===== config.mk =====
export PLATFORM = sky130hd
export DESIGN_NAME = irq_router
export DESIGN_NICKNAME = d
export VERILOG_FILES = /design/src/rtl/irq_router_pkg.sv /design/src/rtl/irq_gateway.sv /design/src/rtl/irq_arbiter.sv /design/src/rtl/irq_router.sv
export SDC_FILE = /design/constraint.sdc
export NUM_CORES = 1
export LEC_CHECK = 0
export ABC_AREA = 0
export BUFFER_PORTS_ARGS = -buffer_cell sky130_fd_sc_hd__buf_2
export CAP_MARGIN = 20
export CORE_AREA = 2 2 271 273
export DETAILED_ROUTE_END_ITERATION = 16
export DIE_AREA = 0 0 273 275
export PLACE_DENSITY = 0.49
export SKIP_LAST_GASP = 1
export SYNTH_ARGS = -nofsm -noshare
export SYNTH_HDL_FRONTEND = slang
export SYNTH_SLANG_ARGS = --single-unit
export TNS_END_PERCENT = 20

===== constraint.sdc =====
create_clock -name clk -period 61.9 [get_ports clk]
set_input_delay 9.285 -clock clk [delete_from_list [all_inputs] [get_ports clk]]
set_output_delay 9.285 -clock clk [all_outputs]
set_load 0.02 [all_outputs]

===== src/rtl/irq_router_pkg.sv =====
package irq_router_pkg;

    localparam int PRIO_SPAN  = 32'h1000;
    localparam int EN_BASE    = 32'h2000;
    localparam int EN_STRIDE  = 32'h80;
    localparam int CTX_BASE   = 32'h200000;
    localparam int CTX_STRIDE = 32'h1000;

    typedef enum logic [2:0] {
        ACC_NONE,
        ACC_PRIO,
        ACC_ENABLE,
        ACC_THRESH,
        ACC_CLAIM
    } acc_kind_e;

    typedef struct packed {
        acc_kind_e   kind;
        logic [15:0] ctx;
        logic [15:0] idx;
    } acc_t;

    // Map a byte address onto one register class, a context and an index.
    function automatic acc_t map_addr(logic [31:0] a, int nsrc, int nctx, int nwords);
        acc_t        r;
        logic [31:0] off;
        r.kind = ACC_NONE;
        r.ctx  = '0;
        r.idx  = '0;
        off    = '0;
        if (a[1:0] == 2'b00) begin
            if (a < 32'(PRIO_SPAN)) begin
                if (a[11:2] != 10'd0 && 32'(a[11:2]) <= 32'(nsrc)) begin
                    r.kind = ACC_PRIO;
                    r.idx  = 16'(a[11:2]);
                end
            end else if (a >= 32'(EN_BASE) && a < 32'(EN_BASE + EN_STRIDE * nctx)) begin
                off = a - 32'(EN_BASE);
                if (32'(off[6:2]) < 32'(nwords)) begin
                    r.kind = ACC_ENABLE;
                    r.ctx  = off[22:7];
                    r.idx  = 16'(off[6:2]);
                end
            end else if (a >= 32'(CTX_BASE) && a < 32'(CTX_BASE + CTX_STRIDE * nctx)) begin
                off   = a - 32'(CTX_BASE);
                r.ctx = off[27:12];
                if (off[11:0] == 12'h000)
                    r.kind = ACC_THRESH;
                else if (off[11:0] == 12'h004)
                    r.kind = ACC_CLAIM;
            end
        end
        return r;
    endfunction

endpackage


===== src/rtl/irq_gateway.sv =====
module irq_gateway #(
    parameter bit EDGE = 1'b0
) (
    input  logic clk,
    input  logic rst,
    input  logic src,
    input  logic claim,
    input  logic complete,
    output logic pend,
    output logic insvc
);
    logic rise;
    logic mem_q;
    logic n_pend, n_insvc, n_mem;

    generate
        if (EDGE) begin : g_edge
            logic prev_q;
            always_ff @(posedge clk) begin
                if (rst) prev_q <= 1'b0;
                else     prev_q <= src;
            end
            assign rise = src & ~prev_q;
        end else begin : g_level
            assign rise = src;
        end
    endgenerate

    always_comb begin
        n_pend  = pend;
        n_insvc = insvc;
        n_mem   = mem_q;
        if (claim && pend) begin
            n_pend  = 1'b0;
            n_insvc = 1'b1;
        end
        if (complete && insvc) begin
            n_insvc = 1'b0;
            if (mem_q) begin
                n_pend = 1'b1;
                n_mem  = 1'b0;
            end
        end
        if (rise) begin
            if (!n_pend && !n_insvc)
                n_pend = 1'b1;
            else if (n_insvc && EDGE)
                n_mem = 1'b1;
        end
    end

    always_ff @(posedge clk) begin
        if (rst) begin
            pend  <= 1'b0;
            insvc <= 1'b0;
            mem_q <= 1'b0;
        end else begin
            pend  <= n_pend;
            insvc <= n_insvc;
            mem_q <= n_mem;
        end
    end
endmodule


===== src/rtl/irq_arbiter.sv =====
module irq_arbiter #(
    parameter int NSRC = 31,
    parameter int PW   = 3,
    localparam int IDW = $clog2(NSRC + 1)
) (
    input  logic [NSRC:1]         pend,
    input  logic [NSRC:1]         en,
    input  logic [NSRC:1][PW-1:0] prio,
    input  logic [PW-1:0]         thr,
    output logic [IDW-1:0]        best_id,
    output logic                  irq
);
    logic [PW-1:0] best_p;

    // Ascending scan with a strict compare: the threshold is the starting
    // bar and an equal priority never displaces a lower ID.
    always_comb begin
        best_id = '0;
        best_p  = thr;
        for (int i = 1; i <= NSRC; i++) begin
            if (pend[i] && en[i] && prio[i] > best_p) begin
                best_p  = prio[i];
                best_id = IDW'(i);
            end
        end
    end

    assign irq = (best_id != '0);
endmodule


===== src/rtl/irq_router.sv =====
module irq_router
    import irq_router_pkg::*;
#(
    parameter int NUM_SRC   = 31,
    parameter int NUM_CTX   = 2,
    parameter int PRIO_W    = 3,
    parameter bit EDGE_TRIG = 1'b0,
    parameter int ADDR_W    = 24
) (
    input  logic               clk,
    input  logic               rst,
    input  logic [NUM_SRC:1]   src_i,
    input  logic               bus_req,
    input  logic               bus_we,
    input  logic [ADDR_W-1:0]  bus_addr,
    input  logic [31:0]        bus_wdata,
    output logic [31:0]        bus_rdata,
    output logic [NUM_CTX-1:0] irq_o
);
    localparam int IDW    = $clog2(NUM_SRC + 1);
    localparam int NWORDS = (NUM_SRC + 32) / 32;

    logic [NUM_SRC:1][PRIO_W-1:0]  prio_q;
    logic [NUM_CTX-1:0][NUM_SRC:1] en_q;
    logic [NUM_CTX-1:0][PRIO_W-1:0] thr_q;
    logic [NUM_SRC:1]              pend, insvc, claim_vec, cmp_vec;
    logic [NUM_CTX-1:0][IDW-1:0]   best_id;

    acc_t             acc;
    logic             rd_en, wr_en, claim_hit, cmp_hit;
    logic [IDW-1:0]   sel_id;
    logic [NUM_SRC:1] sel_en;
    logic [31:0]      rd_val;

    assign acc       = map_addr(32'(bus_addr), NUM_SRC, NUM_CTX, NWORDS);
    assign rd_en     = bus_req & ~bus_we;
    assign wr_en     = bus_req & bus_we;
    assign claim_hit = rd_en && (acc.kind == ACC_CLAIM);
    assign cmp_hit   = wr_en && (acc.kind == ACC_CLAIM);

    always_comb begin
        sel_id = '0;
        sel_en = '0;
        for (int c = 0; c < NUM_CTX; c++) begin
            if (acc.ctx == 16'(c)) begin
                sel_id = best_id[c];
                sel_en = en_q[c];
            end
        end
    end

    always_comb begin
        for (int i = 1; i <= NUM_SRC; i++) begin
            claim_vec[i] = claim_hit && (sel_id == IDW'(i));
            cmp_vec[i]   = cmp_hit && sel_en[i] && (bus_wdata == 32'(i));
        end
    end

    always_comb begin
        rd_val = '0;
        unique case (acc.kind)
            ACC_PRIO: begin
                for (int i = 1; i <= NUM_SRC; i++)
                    if (acc.idx == 16'(i)) rd_val = 32'(prio_q[i]);
            end
            ACC_ENABLE: begin
                for (int c = 0; c < NUM_CTX; c++)
                    for (int i = 1; i <= NUM_SRC; i++)
                        if (acc.ctx == 16'(c) && acc.idx == 16'(i / 32))
                            rd_val[i % 32] = en_q[c][i];
            end
            ACC_THRESH: begin
                for (int c = 0; c < NUM_CTX; c++)
                    if (acc.ctx == 16'(c)) rd_val = 32'(thr_q[c]);
            end
            ACC_CLAIM: rd_val = 32'(sel_id);
            default:   rd_val = '0;
        endcase
    end

    always_ff @(posedge clk) begin
        if (rst) begin
            prio_q    <= '0;
            en_q      <= '0;
            thr_q     <= '0;
            bus_rdata <= '0;
        end else begin
            if (rd_en) bus_rdata <= rd_val;
            if (wr_en) begin
                for (int i = 1; i <= NUM_SRC; i++)
                    if (acc.kind == ACC_PRIO && acc.idx == 16'(i))
                        prio_q[i] <= bus_wdata[PRIO_W-1:0];
                for (int c = 0; c < NUM_CTX; c++) begin
                    if (acc.kind == ACC_THRESH && acc.ctx == 16'(c))
                        thr_q[c] <= bus_wdata[PRIO_W-1:0];
                    for (int i = 1; i <= NUM_SRC; i++)
                        if (acc.kind == ACC_ENABLE && acc.ctx == 16'(c) && acc.idx == 16'(i / 32))
                            en_q[c][i] <= bus_wdata[i % 32];
                end
            end
        end
    end

    generate
        for (genvar i = 1; i <= NUM_SRC; i++) begin : g_src
            irq_gateway #(.EDGE(EDGE_TRIG)) u_gw (
                .clk      (clk),
                .rst      (rst),
                .src      (src_i[i]),
                .claim    (claim_vec[i]),
                .complete (cmp_vec[i]),
                .pend     (pend[i]),
                .insvc    (insvc[i])
            );
        end
        for (genvar c = 0; c < NUM_CTX; c++) begin : g_ctx
            irq_arbiter #(.NSRC(NUM_SRC), .PW(PRIO_W)) u_arb (
                .pend    (pend),
                .en      (en_q[c]),
                .prio    (prio_q),
                .thr     (thr_q[c]),
                .best_id (best_id[c]),
                .irq     (irq_o[c])
            );
        end
    endgenerate
endmodule


==> results.toml <==
[outcome]
outcome = "complete, no violations"

[route]
via_count = 22770
post-route-drc-count = 0
routed_via_density = 5.732
drt_wl_total_um = 89750
dr.first_iter.drc_count = 1924
ant_nets = 0
post_drt_wl_per_cell_um = 22.60
drt-pass1-iter-count = 7

[synthesis]
post_synth.cell_area_avg_um2 = 7.282
synth_cells = 2943
synth_cell_type_count = 130
synth_fp_nets = 3140
async_flop_share_pct = 0
synth_top_area_cell = "sky130_fd_sc_hd__dfxtp_1"
synth_top_flop_cell = "sky130_fd_sc_hd__dfxtp_1"
yosysTopAreaCellShare_pct = 23.82
netlist_top_cells_area = "sky130_fd_sc_hd__dfxtp_1, sky130_fd_sc_hd__nand2_1, sky130_fd_sc_hd__a21oi_1, sky130_fd_sc_hd__ha_1, sky130_fd_sc_hd__nor2_1"
synth-edff-count = 0
synth.yosys.seq_area_share_pct = 23.82
total_of_flip_flops_plus_latches_after_synthesis = 255
cell_area_synth_um2 = 21430
synth.yosys.warnings = 0

[power_and_ir_drop]
power_per_cell_area_nw_per_um2 = 16.08
clock_power_share_pct = 50.7
power.internal_w = 0.0002884
combinationalPowerShare_pct = 5.1
worst_vdd_ir_mv = 0.02089
netSwitchingPower_w = 0.00009839
power.sequential.fraction_pct = 44.2
switching_share_pct = 25.44
static-leakage-power_nw = 8.689

[clocking]
worst_skew_pair.late_latency_ns = 0.61
clock_sink_count = 255
htree_depth = 1
tritoncts = "done"
clock_transition_at_path_regs_ns = 0.06
max-clock-path-buffers = 3
cts_root_buf = "sky130_fd_sc_hd__clkbuf_16"
post-cts-setup-buffers = 0
cts_buf_count = 31

[finish]
final_layout_size_suffix_gt1_share_pct = 12.72
leading_cell_types_in_the_layout_fill_and_taps_excluded = "sky130_fd_sc_hd__nand2_1, sky130_fd_sc_hd__a21oi_1, sky130_fd_sc_hd__nor2_1"
mostFrequentLayoutCell = "sky130_fd_sc_hd__nand2_1"
synthToLayoutAreaGrowth_pct = 12.25
post_layout_inst_area_um2 = 24060
fin_nets = 3183

[setup_path]
setup.reg_to_reg.worst_slack_ns = 11.73
cp_common_cell = "sky130_fd_sc_hd__ha_1"
crit_path_start_kind = "flop"
critPathMaxStageDelay_ns = 0.56
worstPathArrival_ns = 48.72
timing.rr.end = "g_src[25].u_gw.pend"
slowest_stage = "sky130_fd_sc_hd__dfxtp_1"
critPathKind = "flop to primary output"
worst-path-max-fanout = 12
r2r.worst_path.cells = 231
worstSetupEndpointType = "primary output"
timing.rr.start = "prio_q[1]"
crit_required_ns = 52.61

[sta]
hold_viol_final = 0
fin_tns_setup_ns = 0
max_freq_ghz = 0.01724
final-max-slew-violation-count = 0
finalCriticalPeriod_ns = 58.01
finalSetupViolCount = 0
final.period_utilization_pct = 93.71
worst_slew_pin_slew_ns = 1.139
grt_setup_unrepaired = "no"
headroom_to_the_max_slew_limit_pct = 24.04
timing.clock.skew_ns = 0.02038

[placed_design]
placedInstanceArea_um2 = 22910
finalWeightedCongestion = 0.8831
hpwlAfterDp_um = 69610
port_buffers = 124

[min_path]
worst_hold_startpoint = "en_q[28]"
hold-path-endpoint = "en_q[28]"
worst_hold_path_cells = 2
hold_class = "flop to flop"

[die]
num_rows = 99
initial_utilization_pct = 29.63
die_w_um = 273
fp.coreArea_um2 = 72340
floorplan_die_area_um2 = 75080
total_i_o_pin_count = 125
floorplan.die.height_um = 275

[grt]
track_usage_pct = 23.08
grt_pass1_vias = 21020
antenna_found_initial = 3
first_pass_grt_wire_length_um = 133400
globalRouteOverflowTotal = 0
largest_net_degree_at_the_start_of_global_routing = 126

[run]
timing.max_cap.violations = 0
## synthesized netlist by cell type (all sizes together), types with 23 or more instances
library cell,n
a211oi,43
a21oi,288
a22oi,44
a31oi,37
and2,31
and3,47
buf,24
clkbuf,112
dfxtp,255
ha,106
inv,143
maj3,32
mux2,52
mux2i,86
nand2,452
nand2b,42
nand3,118
nor2,279
nor2b,24
nor3,69
o2111ai,23
o211ai,41
o21ai,176
o31ai,33
or2,34
## registers in the layout, indices dropped and copies added (netlist names)
| register | count |
|---|---|
| bus_rdata | 32 |
| thr_q | 6 |
| en_q | 62 |
| g_src.u_gw.pend | 31 |
| g_src.u_gw.insvc | 31 |
| prio_q | 93 |
## worst max-delay path: cells and delay by family (launching register included)
kind                       cells  cell delay, ns
AOI/OAI and AO/OA             84           17.88
and+or+nand+nor               64           10.40
adders and majority gates     33            9.00
muxes                         28            8.70
buffers and inverters         19            1.57
DFF                            1            0.56
## cells by family after synthesis
group / synth area share [%]
muxes: 6.918
xor gates and xnor gates: 0.7765
AOI/OAI and AO/OA: 29.54
and+or+nand+nor: 26.19
buffers and inverters: 5.068
adders and majority gates: 7.689
DFF: 23.82
## area by class of cell
type / count / area, µm²
Clock inverter: 10 / 140.1
Antenna cell: 3 / 7.507
Inverter: 143 / 536.8
Sequential cell: 255 / 5105
Fill cell: 7938 / 48280
Clock buffer: 47 / 945.9
Tap cell: 959 / 1200
Multi-Input combinational cell: 2409 / 15320
Timing Repair Buffer: 146 / 802.0
## worst max path at each step
| stage | from | endpoint | slack, ns | depth (start not counted) |
|---|---|---|---|---|
| 3_5_place_dp | prio_q[1] | irq_o[1] | 3.83 | 229 |
| 3_3_place_gp | prio_q[1] | irq_o[1] | 4.55 | 229 |
| 4_1_cts | prio_q[1] | irq_o[1] | 3.05 | 229 |
| 5_1_grt | thr_q[4] | irq_o[1] | 0.01 | 236 |
| 6_report | prio_q[1] | irq_o[1] | 3.89 | 228 |
| 2_1_floorplan | thr_q[4] | irq_o[1] | 9.66 | 238 |
## per-layer routing
layer	part of all wire, %	vias up	wire, µm	global-route usage (%)
met4	2.7	2	2443	6.313
met2	43	823	38630	35.98
met3	7.1	125	6404	3.430
met5	0.010	-	9	0
met1	47	10880	42270	32.92
li1	-	10930	-	-
## power groups by stage
stage	sequential, W	clock, W	combinational (W)
finish	0.000171	0.000196	0.0000196
global route	0.000171	0.000204	0.0000208
CTS	0.000171	0.000198	0.0000192
detailed placement	0.000174	0	0.0000192
global placement	0.000174	0	0.0000193
floorplan	0.000171	0	0.0000102
## metrics by stage
step	cells	hold slack (ns)	util [%]	setup WS (ns)	total power [W]
floorplan	2943	0.4390	-	9.658	0.0001810
global placement	3911	0.4551	31.67	4.551	0.0001934
detailed placement	3911	0.4579	31.67	3.830	0.0001933
CTS	3968	0.4668	33.17	3.049	0.0003873
global route	3969	0.4864	33.24	0.01372	0.0003959
finish	3972	0.4681	33.25	3.892	0.0003868
## timing repair
item,in CTS,in global routing
endpoints found under the setup margin,0,1
gates resized for setup,0,12
hold buffers,0,0
Note: power is estimated with default switching activity, not from simulation.
